<file path="src/rtl/dma_busy_pkg.sv">
// Package: shared sizing for the DMA busy-status register.
// Assumes channel bits occupy the top of the word, channel 0 at the MSB.
package dma_busy_pkg;
    localparam int unsigned DEF_NCH   = 8;
    localparam int unsigned DEF_WIDTH = 32;
endpackage

</file>
<file path="src/rtl/dma_busy_flag.sv">
// Module: one channel's busy flag.
// Sets on transfer start; clears on normal completion, on last-write start in
// external mode, or on software write-1. Set has priority over every clear.
// Forced abort is observed only by the checks here; it never changes the flag.
// Assumes all event inputs are single-cycle pulses in the clk domain.
module dma_busy_flag (
    input  logic clk,
    input  logic rst_n,
    input  logic start_p,
    input  logic done_p,
    input  logic last_wr_p,
    input  logic abort_p,
    input  logic ext_mode,
    input  logic sw_clr,
    output logic busy
);
    logic clr_any;

    // Gather every clearing cause for this channel.
    always_comb begin
        clr_any = done_p | (ext_mode & last_wr_p) | sw_clr;
    end

    // Flag register: reset, then set-wins-over-clear update.
    always_ff @(posedge clk) begin
        if (!rst_n) begin
            busy <= 1'b0;
        end else if (start_p) begin
            busy <= 1'b1;
        end else if (clr_any) begin
            busy <= 1'b0;
        end
    end


    reset_clears_chk: assert property (@(posedge clk) !rst_n |=> !busy);

    start_sets_chk: assert property (@(posedge clk) disable iff (!rst_n)
        start_p |=> busy);

    done_clears_chk: assert property (@(posedge clk) disable iff (!rst_n)
        (done_p && !start_p) |=> !busy);

    abort_keeps_chk: assert property (@(posedge clk) disable iff (!rst_n)
        (abort_p && busy && !done_p && !sw_clr && !(ext_mode && last_wr_p)) |=> busy);

    ext_last_wr_chk: assert property (@(posedge clk) disable iff (!rst_n)
        (ext_mode && last_wr_p && !start_p) |=> !busy);

    int_last_wr_chk: assert property (@(posedge clk) disable iff (!rst_n)
        (!ext_mode && last_wr_p && busy && !done_p && !sw_clr) |=> busy);
endmodule

</file>
<file path="src/rtl/dma_busy_wrdec.sv">
// Module: decodes a CPU write into per-channel clear requests.
// Channel c is cleared by a 1 in bit WIDTH-1-c; reserved bits are dropped.
// Assumes wr_en is a single-cycle strobe.
module dma_busy_wrdec #(
    parameter int unsigned NCH   = 8,
    parameter int unsigned WIDTH = 32
) (
    input  logic             clk,
    input  logic             rst_n,
    input  logic             wr_en,
    input  logic [WIDTH-1:0] wr_data,
    output logic [NCH-1:0]   clr_req
);
    localparam int unsigned LSB = WIDTH - NCH;

    logic rsvd_hit;

    // Flag writes that touch only reserved bits (used by the check below).
    always_comb begin
        rsvd_hit = |wr_data[LSB-1:0];
    end

    genvar c;
    generate
        for (c = 0; c < NCH; c++) begin : g_dec
            // Reverse mapping: channel c sits at bit WIDTH-1-c.
            always_comb begin
                clr_req[c] = wr_en & wr_data[WIDTH-1-c];
            end
        end
    endgenerate


    rsvd_write_chk: assert property (@(posedge clk) disable iff (!rst_n)
        (wr_en && rsvd_hit && wr_data[WIDTH-1:LSB] == '0) |-> clr_req == '0);
endmodule

</file>
<file path="src/rtl/dma_busy_rdport.sv">
// Module: registered CPU read port.
// Captures the flags, placed at their word positions, at the edge where rd_en
// is high; outputs zero after any edge without a read strobe.
module dma_busy_rdport #(
    parameter int unsigned NCH   = 8,
    parameter int unsigned WIDTH = 32
) (
    input  logic             clk,
    input  logic             rst_n,
    input  logic             rd_en,
    input  logic [NCH-1:0]   busy,
    output logic [WIDTH-1:0] rd_data
);
    localparam int unsigned LSB = WIDTH - NCH;

    logic [WIDTH-1:0] word;

    genvar c;
    generate
        for (c = 0; c < NCH; c++) begin : g_map
            // Place channel c at bit WIDTH-1-c.
            always_comb begin
                word[WIDTH-1-c] = busy[c];
            end
        end
    endgenerate

    // Reserved field is tied low.
    always_comb begin
        word[LSB-1:0] = '0;
    end

    // Read data register.
    always_ff @(posedge clk) begin
        if (!rst_n) begin
            rd_data <= '0;
        end else if (rd_en) begin
            rd_data <= word;
        end else begin
            rd_data <= '0;
        end
    end


    rsvd_zero_chk: assert property (@(posedge clk) rd_data[LSB-1:0] == '0);

    idle_zero_chk: assert property (@(posedge clk) disable iff (!rst_n)
        !rd_en |=> rd_data == '0);
endmodule

</file>
<file path="src/rtl/dma_busy_status.sv">
// Module: top of the DMA channel busy-status register.
// One flag per channel, write-1-to-clear CPU access, one-cycle read latency.
// Assumes channel events are single-cycle pulses synchronous to clk.
module dma_busy_status #(
    parameter int unsigned NCH   = dma_busy_pkg::DEF_NCH,
    parameter int unsigned WIDTH = dma_busy_pkg::DEF_WIDTH
) (
    input  logic             clk,
    input  logic             rst_n,
    input  logic [NCH-1:0]   ch_start,
    input  logic [NCH-1:0]   ch_last_wr,
    input  logic [NCH-1:0]   ch_done,
    input  logic [NCH-1:0]   ch_abort,
    input  logic [NCH-1:0]   ch_ext,
    input  logic             wr_en,
    input  logic [WIDTH-1:0] wr_data,
    input  logic             rd_en,
    output logic [WIDTH-1:0] rd_data
);
    logic [NCH-1:0] clr_req;
    logic [NCH-1:0] busy;

    dma_busy_wrdec #(.NCH(NCH), .WIDTH(WIDTH)) u_wrdec (
        .clk     (clk),
        .rst_n   (rst_n),
        .wr_en   (wr_en),
        .wr_data (wr_data),
        .clr_req (clr_req)
    );

    genvar c;
    generate
        for (c = 0; c < NCH; c++) begin : g_ch
            dma_busy_flag u_flag (
                .clk       (clk),
                .rst_n     (rst_n),
                .start_p   (ch_start[c]),
                .done_p    (ch_done[c]),
                .last_wr_p (ch_last_wr[c]),
                .abort_p   (ch_abort[c]),
                .ext_mode  (ch_ext[c]),
                .sw_clr    (clr_req[c]),
                .busy      (busy[c])
            );
        end
    endgenerate

    dma_busy_rdport #(.NCH(NCH), .WIDTH(WIDTH)) u_rdport (
        .clk     (clk),
        .rst_n   (rst_n),
        .rd_en   (rd_en),
        .busy    (busy),
        .rd_data (rd_data)
    );


    set_beats_clear_chk: assert property (@(posedge clk) disable iff (!rst_n)
        (wr_en && (ch_start & clr_req) != '0) |=> (busy & $past(ch_start & clr_req)) == $past(ch_start & clr_req));

    start_done_chk: assert property (@(posedge clk) disable iff (!rst_n)
        ((ch_start & ch_done) != '0) |=> (busy & $past(ch_start & ch_done)) == $past(ch_start & ch_done));
endmodule

</file>
<file path="config.mk">
export PLATFORM = sky130hd
export DESIGN_NAME = dma_busy_status
export DESIGN_NICKNAME = d
export VERILOG_FILES = /design/src/rtl/dma_busy_pkg.sv /design/src/rtl/dma_busy_flag.sv /design/src/rtl/dma_busy_wrdec.sv /design/src/rtl/dma_busy_rdport.sv /design/src/rtl/dma_busy_status.sv
export SDC_FILE = /design/constraint.sdc
export NUM_CORES = 1
export LEC_CHECK = 0
export BUFFER_PORTS_ARGS = -buffer_cell sky130_fd_sc_hd__buf_2
export CAP_MARGIN = 20
export CORE_MARGIN = 3
export CORE_UTILIZATION = 33
export CTS_CLUSTER_DIAMETER = 200
export CTS_CLUSTER_SIZE = 24
export DETAILED_ROUTE_END_ITERATION = 6
export PLACE_DENSITY = 0.94
export SYNTH_ARGS = -nofsm -noshare
export SYNTH_HDL_FRONTEND = slang
export SYNTH_SLANG_ARGS = --single-unit
</file>
<file path="constraint.sdc">
create_clock -name clk -period 1.2 [get_ports clk]
set_input_delay 0.24 -clock clk [delete_from_list [all_inputs] [get_ports clk]]
set_output_delay 0.24 -clock clk [all_outputs]
set_load 0.05 [all_outputs]
</file>
; ---- Word level (Yosys, flattened, before mapping)
; Index checks and enable logic that the tools add are counted.
[word_totals]
register_bits = 40
latch_bits = 0
ram_bits = 0
mem_bits_ro = 0
in_bits = 76
output_inout_bits = 32
word_cells = 67
mem_count = 0
[op_classes]
add_sub_neg = 0
mul = 0
div_mod_pow = 0
order_cmp = 0
n_eq_ne = 0
shifts = 0
mux = 16
n_bitwise = 32
reduce_logical = 9
[ops]
columns = cell, count
row1 = AND 1 bit, 16
row2 = two-way mux 1 bit, 16
row3 = bitwise OR 1 bit, 16
row4 = nonzero test 2 bit, 8
row5 = AND reduction 2 bit, 1

; ---- Logic depth before layout (Yosys ltp)
[logic_depth]
word_depth = 5
depth_mapped = 3
depth_no_buf = 3

; ---- Cells and area by module
; From an unflattened synthesis, not the netlist that was laid out.
[hier_totals]
cells_unflattened = 81
area_unflattened_um2 = 844.6
[modules_own_cells]
columns = mod, instances, cells_each, area_each_um2, seq_area_each_um2
row1 = dma_busy_flag, 8, 4, 50.0, 20.0
row2 = dma_busy_rdport, 1, 41, 394.1, 160.2
row3 = dma_busy_wrdec, 1, 8, 50.0, 0.0

; ---- Worst setup path before layout
; No wires, ideal clock.
[synth_path]
kind = reg-to-output
from = register u_rdport.rd_data[24]
to = output port rd_data[24]
t_arrival_ns = 0.587
t_required_ns = 0.960
path_slack_ns = 0.373
path_stages_with_launch = 1
path_buffers = 0
cell_sequence = dfxtp_1
[synth_rtl]
columns = item, line_no
row1 = "start, declared", dma_busy_rdport.sv:12  ; output logic [WIDTH-1:0] rd_data
row2 = "start signal, assigned", dma_busy_rdport.sv:38  ; rd_data <= word;
row3 = "end, declared", dma_busy_status.sv:18  ; output logic [WIDTH-1:0] rd_data
; No word-level cell between the ends.

; ---- Worst setup path after layout
[layout_path]
from = register u_rdport.rd_data[27]
to = output port rd_data[27]
; No word-level cell between the ends.

==> impl_metrics.json <==
{
  "die-width_um": 55.3,
  "utilization": 0.451,
  "setup_viol": 0,
  "crit_buf_inv": 1,
  "netlist_area_um2": 801,
  "placed_area_um2": 981,
  "yosysWarnings": 0,
  "crit_end": "rd_data[27]",
  "skew_ps": 4.73,
  "yosysTopAreaCellShare": 0.400,
  "wl_per_cell_um": 11.2,
  "avgSynthCellArea_um2": 10.7,
  "grt_pass1_vias": 648,
  "grt_start_max_net_pins": 17,
  "fin_crit_ps": 1090,
  "vias": 680,
  "worstPathMaxFanout": 1,
  "final_cells": 155,
  "dpl.hpwl_um": 1490,
  "post_cts_buffers": 0,
  "first_pass_iters": 4,
  "criticalPathCategory": "flip-flop to output pin",
  "fin_area_mm2": 0.00102,
  "p_leak_nw": 0.555,
  "hold_buffers": 0,
  "clk_latency_ps": 280,
  "ys_types": 9,
  "antenna_cells": 0,
  "hp-class": "primary input to flip-flop",
  "cap_viol_max_count": 0,
  "layout_setup_ws_ps": 113,
  "core_mm2": 0.00225,
  "portBuffers": 51,
  "clock_sinks": 16,
  "async_flop_share": 0,
  "max_clock_freq_mhz": 920,
  "cp_cell_sequence": "buf_2",
  "die_area_mm2": 0.00305,
  "cts_resized": 0,
  "yosysSeqAreaShare": 0.400,
  "crit_path_top_delay_cell": "dfxtp_1",
  "synth_ff_type": "dfxtp_1",
  "cts_tree": "yes",
  "wl_um": 1730,
  "pwr_density_cell_mw_per_mm2": 1220,
  "path_depth": 1,
  "initial_utilization": 0.355,
  "antenna_left": 0,
  "final.setup.tns_ps": 0,
  "cp_top_family": "flip-flops",
  "crit_arrival_ps": 850,
  "rrSetupSlack_ps": 430,
  "clkSlewWorstSetupHoldPaths_ps": 90,
  "crit_path_max_incr_delay_ps": 310,
  "grtUsageTotal": 0.114,
  "rsz0062_at_grt": "false",
  "critical_path.reg2reg.endpoint": "g_ch[6].u_flag.busy",
  "antenna_found_initial": 0,
  "place_inst": 151,
  "worstSetupStartpointType": "flip-flop",
  "overflow": 0,
  "peakVddDrop_v": 0.000583,
  "io_pins": 108,
  "drive_above_1_share": 0.496,
  "drc": 0,
  "synth-seq-cells": 16,
  "dp_slack_ps": 305,
  "num_rows": 17,
  "endpoint_kind": "output pin",
  "cts-root-buf": "clkbuf_4",
  "h-tree-depth": 1,
  "synth_area_leaders": "dfxtp_1, buf_4, a221oi_2",
  "finalHoldViolCount": 0,
  "synth.most_common_cell": "buf_4",
  "netlist_instances": 75,
  "slew_viol_final": 0,
  "die_y_um": 55.3,
  "rr_worst_depth": 3,
  "viasPerCell": 4.39,
  "synthTopCellsByCount": "buf_4, dfxtp_1",
  "fin_crit_sh": 0.906,
  "critPathRequiredTime_ps": 960,
  "reg2reg_from": "g_ch[6].u_flag.busy",
  "synth_edf_count": 0,
  "drt_iter0_drc": 15,
  "grt_pass1_wl_um": 2740,
  "area_growth_syn_to_layout_pct": 27.0,
  "synth_top_area_cell": "dfxtp_1",
  "gp_congestion": 0.702,
  "cts_made_buffers": 3,
  "clk_path_buf_depth": 2,
  "status": "complete, no violations",
  "crit_start": "u_rdport.rd_data[27]",
  "fin_nets": 204
}
-- where the power goes --
part           total, mW  internal (mW)  leakage (nW)  switching (mW)
combinational      0.336         0.0830         0.402           0.253
sequential         0.563          0.555         0.132         0.00815
clock              0.342          0.185        0.0210           0.157
total               1.24          0.823         0.555           0.418
-- worst min path at each step --
stage | start | endpoint | slack (ps) | depth (start not counted)
2_1_floorplan | ch_start[0] | g_ch[0].u_flag.busy | 360 | 1
3_3_place_gp | ch_start[3] | g_ch[3].u_flag.busy | 450 | 2
3_5_place_dp | ch_start[4] | g_ch[4].u_flag.busy | 450 | 2
4_1_cts | ch_start[3] | g_ch[3].u_flag.busy | 150 | 2
5_1_grt | ch_start[6] | g_ch[6].u_flag.busy | 140 | 2
6_report | ch_start[4] | g_ch[4].u_flag.busy | 160 | 2
-- metal layers --
layer | part of all wire | global-route usage | vias to the layer above
met1 | 0.31 | 0.100 | 299
met5 | 0 | 0 | -
li1 | - | - | 320
met4 | 0.021 | 0.0625 | 0
met3 | 0.14 | 0.0514 | 6
met2 | 0.52 | 0.211 | 55
-- kinds of logic (layout without fill, tap and decap cells) --
group,Yosys count,in the layout,synth area share
buffers and inverters,26,55,0.245
AO/OA/AOI/OAI,16,16,0.225
flip-flops,16,16,0.400
AND/OR/NAND/NOR,16,16,0.125
other,1,24,0.00468
-- per-stage QoR --
step,hold slack (ps),total power [mW]
after floorplan,364,0.878
after global placement,450,0.903
after detailed placement,451,0.911
after CTS,151,1.26
after global routing,140,1.31
final,162,1.24
-- state kept, by name (all words and copies together) (netlist names) --
name	count
u_rdport.rd_data	8
g_ch.u_flag.busy	8
-- layout make-up --
class	count	area (µm²)
flip-flops and latches	16	320
repair buffers	51	255
well taps	28	35.0
fillers	227	1240
multi-input cells	56	370
clock buffers	4	36.3
-- placed cells by master (no fill, tap or decap) --
master     n
a221oi_2   8
buf_2     51
dfxtp_1   16
nand2b_1   8
clkbuf_8   1
and3_1     8
o21a_1     8
conb_1    24
clkbuf_4   3
(Power assumes the default switching activity.)
